`src/rtl/ct_unpack.sv`:
```
module ct_unpack #(
  parameter int Q  = 3329,
  parameter int N  = 256,
  parameter int CW = 12,
  parameter int AW = 11,
  parameter int DW = 4,
  parameter int KW = 3
) (
  input  logic          clk,
  input  logic          rst_n,
  input  logic          start,
  input  logic [KW-1:0] k_in,
  input  logic [DW-1:0] du_in,
  input  logic [DW-1:0] dv_in,
  output logic [AW-1:0] mem_addr,
  input  logic [7:0]    mem_data,
  output logic [CW-1:0] coef_out,
  output logic [KW-1:0] poly_idx,
  output logic [$clog2(N)-1:0] coef_idx,
  output logic          we_a,
  output logic          we_b,
  output logic          done
);
  localparam int BW  = CW + 8;
  localparam int NBW = $clog2(BW + 1);
  localparam int IW  = $clog2(N);
  localparam int QW  = $clog2(Q);
  localparam int PW  = QW + CW;

  logic          busy;
  logic [1:0]    ph;
  logic [KW-1:0] k_q, fpoly, pidx;
  logic [DW-1:0] du_q, dv_q, dq;
  logic [BW-1:0] buf_q;
  logic [NBW-1:0] nb;
  logic [AW-1:0] ptr;
  logic [IW-1:0] fidx, widx;
  logic [CW-1:0] sym_q, res_q;

  wire [DW-1:0] d_cur = (fpoly == k_q) ? dv_q : du_q;
  wire          have  = nb >= NBW'(d_cur);
  wire [BW-1:0] mask  = (BW'(1) << d_cur) - BW'(1);
  wire [CW-1:0] sym   = CW'(buf_q & mask);
  wire [PW-1:0] prod  = PW'(Q) * PW'(sym_q) + (PW'(1) << (dq - DW'(1)));
  wire          last_poly = (pidx == k_q);

  assign mem_addr = ptr;
  assign coef_out = res_q;
  assign coef_idx = widx;
  assign poly_idx = last_poly ? '0 : pidx;
  assign we_a     = busy && (ph == 2'd3) && !last_poly;
  assign we_b     = busy && (ph == 2'd3) && last_poly;

  always_ff @(posedge clk) begin
    if (!rst_n) begin
      busy  <= 1'b0;
      done  <= 1'b0;
      ph    <= 2'd0;
      k_q   <= '0;
      du_q  <= '0;
      dv_q  <= '0;
      dq    <= '0;
      buf_q <= '0;
      nb    <= '0;
      ptr   <= '0;
      fidx  <= '0;
      widx  <= '0;
      fpoly <= '0;
      pidx  <= '0;
      sym_q <= '0;
      res_q <= '0;
    end else begin
      done <= 1'b0;
      if (!busy) begin
        if (start) begin
          busy  <= 1'b1;
          k_q   <= k_in;
          du_q  <= du_in;
          dv_q  <= dv_in;
          ph    <= 2'd0;
          buf_q <= '0;
          nb    <= '0;
          ptr   <= '0;
          fidx  <= '0;
          widx  <= '0;
          fpoly <= '0;
          pidx  <= '0;
        end
      end else begin
        case (ph)
          2'd0: begin
            if (have) begin
              sym_q <= sym;
              dq    <= d_cur;
              buf_q <= buf_q >> d_cur;
              nb    <= nb - NBW'(d_cur);
              fidx  <= fidx + IW'(1);
              if (fidx == IW'(N - 1)) fpoly <= fpoly + KW'(1);
              ph    <= 2'd2;
            end else begin
              ph <= 2'd1;
            end
          end
          2'd1: begin
            buf_q <= buf_q | (BW'(mem_data) << nb);
            nb    <= nb + NBW'(8);
            ptr   <= ptr + AW'(1);
            ph    <= 2'd0;
          end
          2'd2: begin
            res_q <= CW'(prod >> dq);
            ph    <= 2'd3;
          end
          default: begin
            widx <= widx + IW'(1);
            if (widx == IW'(N - 1)) begin
              if (last_poly) begin
                busy <= 1'b0;
                done <= 1'b1;
              end else begin
                pidx <= pidx + KW'(1);
              end
            end
            ph <= 2'd0;
          end
        endcase
      end
    end
  end
endmodule

```
`config.mk`:
```
export PLATFORM = sky130hd
export DESIGN_NAME = ct_unpack
export DESIGN_NICKNAME = d
export VERILOG_FILES = /design/src/rtl/ct_unpack.sv
export SDC_FILE = /design/constraint.sdc
export NUM_CORES = 1
export LEC_CHECK = 0
export CAP_MARGIN = 10
export CORE_MARGIN = 1
export CORE_UTILIZATION = 45
export DETAILED_ROUTE_END_ITERATION = 8
export DONT_BUFFER_PORTS = 1
export GPL_ROUTABILITY_DRIVEN = 0
export HOLD_SLACK_MARGIN = 0.1
export PLACE_DENSITY = 0.6
export SLEW_MARGIN = 20
export SYNTH_ARGS = -nofsm -noshare
export SYNTH_HDL_FRONTEND = slang
export SYNTH_SLANG_ARGS = --single-unit
```
`constraint.sdc`:
```
create_clock -name clk -period 6.65 [get_ports clk]
set_input_delay 0 -clock clk [delete_from_list [all_inputs] [get_ports clk]]
set_output_delay 0 -clock clk [all_outputs]
set_load 0.005 [all_outputs]
```
==> impl_metrics.json <==
{
  "status": "finished, final reports clean",
  "synth_edf_count": 0,
  "syn_area_mm2": 0.00947,
  "drt-total-wl_mm": 26.0,
  "antenna_found_initial": 0,
  "grt_pass1_wl_mm": 42.4,
  "start_kind": "flop",
  "numCtsBuffers": 9,
  "leakage_uw": 0.00438,
  "register_area_mm2": 0.00202,
  "fillers": 2066,
  "synth_nets": 1373,
  "grtUsageTotal_pct": 24.1,
  "period_needed_ns": 5.68,
  "clk_latency_ns": 0.36,
  "tightest_slew_ns": 1.02,
  "ys_types": 84,
  "diodes": 0,
  "wl_per_cell_um": 17.6,
  "synth_ff_type": "dfxtp_1",
  "layout_common_cells": "nor2_1, nand2_1, ha_1, a21oi_1, dfxtp_1",
  "cts_resized": 0,
  "cts_post_setup_buffers_inserted": 0,
  "syn_avg_cell_area_um2": 7.72,
  "detail-route-antenna-nets": 0,
  "setup_viol": 0,
  "cp_max_fo": 15,
  "firstDrtPassIters": 6,
  "rsz0062_at_grt": "no",
  "htree_levels": 3,
  "num_vias": 8828,
  "port_buffers": 0,
  "multi_input_area_mm2": 0.00686,
  "required_ns": 6.90,
  "fin_ws_ns": 0.967,
  "clock.fmax_mhz": 176,
  "grt_start_max_net_pins": 59,
  "die_h_um": 147,
  "power_density_mw_per_mm2": 177,
  "dieWidth_um": 147,
  "dpl.hpwl_mm": 19.6,
  "skew_ns": 0.0171,
  "dieArea_mm2": 0.0216,
  "crit_arrival_ns": 5.94,
  "final_nets": 1344,
  "grt_pass1_vias": 8346,
  "pin_count": 59,
  "drcViolationCount": 0,
  "synth_seq_area_share_pct": 21.3,
  "hold_viol": 0,
  "slew_headroom_pct": 31.8,
  "core_mm2": 0.0204,
  "timing.max_cap.violations": 0,
  "timing.final.crit_share_pct": 85.5,
  "ys_async_sr_fraction_pct": 0,
  "synthCells": 1227,
  "ctsLongestPathBuffers": 2,
  "num_rows": 52,
  "drive_above_1_share_pct": 5.99,
  "yosysWarnings": 0,
  "ys_ff_latch": 101,
  "clk_pin_slew_worst_paths_ns": 0.08,
  "cp-end-kind": "flop",
  "layout_commonest_cell": "nor2_1",
  "setup_tns_ns": 0,
  "grt.overflow.total": 0,
  "hold_path.class": "in -> reg",
  "syn2layout_area_growth_pct": 6.31,
  "worstSetupPathType": "reg -> reg",
  "cts.sinks": 101,
  "drt_iter0_markers": 707,
  "place_ws_ns": 1.13,
  "via_per_inst": 5.99,
  "vdd_ir_drop_max_uv": 130,
  "root_buffer": "clkbuf_16",
  "report.final.slew_viol_count": 0,
  "initial_utilization_pct": 46.4,
  "holdBufCountCts": 17,
  "tritoncts": "done"
}
-- Yosys cell counts, types with 9 or more instances --
| master | count | share of area, % |
|---|---|---|
| o22ai_1 | 9 | 0.59 |
| xor2_1 | 17 | 1.6 |
| nand2_1 | 129 | 5.1 |
| nand4_1 | 14 | 0.92 |
| xnor2_1 | 18 | 1.7 |
| a21oi_1 | 105 | 5.5 |
| nand2b_1 | 10 | 0.66 |
| and3_1 | 13 | 0.86 |
| nand3_1 | 51 | 2.7 |
| mux2i_1 | 46 | 4.9 |
| o21a_1 | 9 | 0.71 |
| a211oi_1 | 19 | 1.5 |
| a22oi_1 | 9 | 0.71 |
| nor2_1 | 142 | 5.6 |
| ha_1 | 106 | 14 |
| a21o_1 | 14 | 1.1 |
| dfxtp_1 | 101 | 21 |
| mux2_2 | 14 | 1.7 |
| and2_1 | 12 | 0.79 |
| buf_1 | 10 | 0.40 |
| buf_2 | 13 | 0.69 |
| clkbuf_1 | 39 | 1.5 |
| inv_1 | 78 | 3.1 |
| a31oi_1 | 23 | 1.5 |
| nor3_1 | 16 | 0.85 |
| fa_1 | 18 | 3.8 |
| o21ai_0 | 58 | 3.1 |
-- power by group --
part           internal [uW]  leakage (uW)  switching (uW)  total, uW
combinational            199       0.00341             360        559
clock                    271      0.000150             276        548
sequential               629      0.000818            41.7        671
-- state kept, by name (all words and copies together) (netlist names), 3 cells and up --
| name | cells |
|---|---|
| buf_q | 20 |
| coef_out | 12 |
| sym_q | 12 |
| mem_addr | 11 |
| coef_idx | 8 |
| fidx | 8 |
| nb | 5 |
| dq | 4 |
| du_q | 4 |
| dv_q | 4 |
| fpoly | 3 |
| k_q | 3 |
| pidx | 3 |
-- layer usage --
metal  global-route usage (%)  routed length, um  vias up
met3                     3.57               1370       30
met5                        0                  0        -
li1                         -                  -     4344
met2                     40.9              12200      265
met1                     32.0              12000     4189
met4                     5.77                413        0
-- worst max-delay path, stage by stage (launching register included) --
cell and delay, ns:
dfxtp_1 0.62, inv_1 0.23, nor2_1 0.41, nand2_1 0.20, fa_1 0.52, inv_1 0.04, ha_1 0.28, ha_1 0.28
inv_1 0.05, fa_1 0.52, inv_1 0.04, ha_1 0.36, a21oi_1 0.14, o21ai_1 0.19, a221oi_2 0.41, a31oi_1 0.15
xor2_1 0.22, a211oi_1 0.50, a22oi_1 0.17, a22o_1 0.21
-- worst paths after layout --
path,from,endpoint,slack (ns),cells after the start
max,dq[3],coef_out[5],0.97,19
max reg2reg,dq[3],coef_out[5],0.97,19
min,mem_data[0],buf_q[0],0.14,4
min reg2reg,du_q[3],du_q[3],0.46,2
-- metrics by stage --
stage          hold WS [ns]  cells  utilization, %  instance area [um^2]  total power [uW]
2_1_floorplan         0.136   1227               -                  9470              1100
5_1_grt               0.161   1473            49.3                 10100              1870
3_5_place_dp          0.131   1440            46.9                  9580              1220
3_3_place_gp          0.128   1440            46.9                  9580              1220
6_report              0.140   1473            49.3                 10100              1780
4_1_cts               0.129   1473            49.3                 10100              1780
-- logic make-up after synthesis --
kind of cell | share of synthesized area, %
AO/OA/AOI/OAI | 22.6
XOR/XNOR | 3.24
adder cells (fa/ha/maj) | 17.8
buffers and inverters | 6.29
flip-flops | 21.3
multiplexers | 8.37
AND/OR/NAND/NOR | 20.4
-- cell type report --
type                       count  area share, %
multi-input combinational    980           68.1
sequential                   101           20.1
tap                          270           3.35
inverter                      81           3.02
timing repair buffer          25           2.39
clock buffer                   9           2.24
clock inverter                 7          0.808
(Power assumes the default switching activity.)
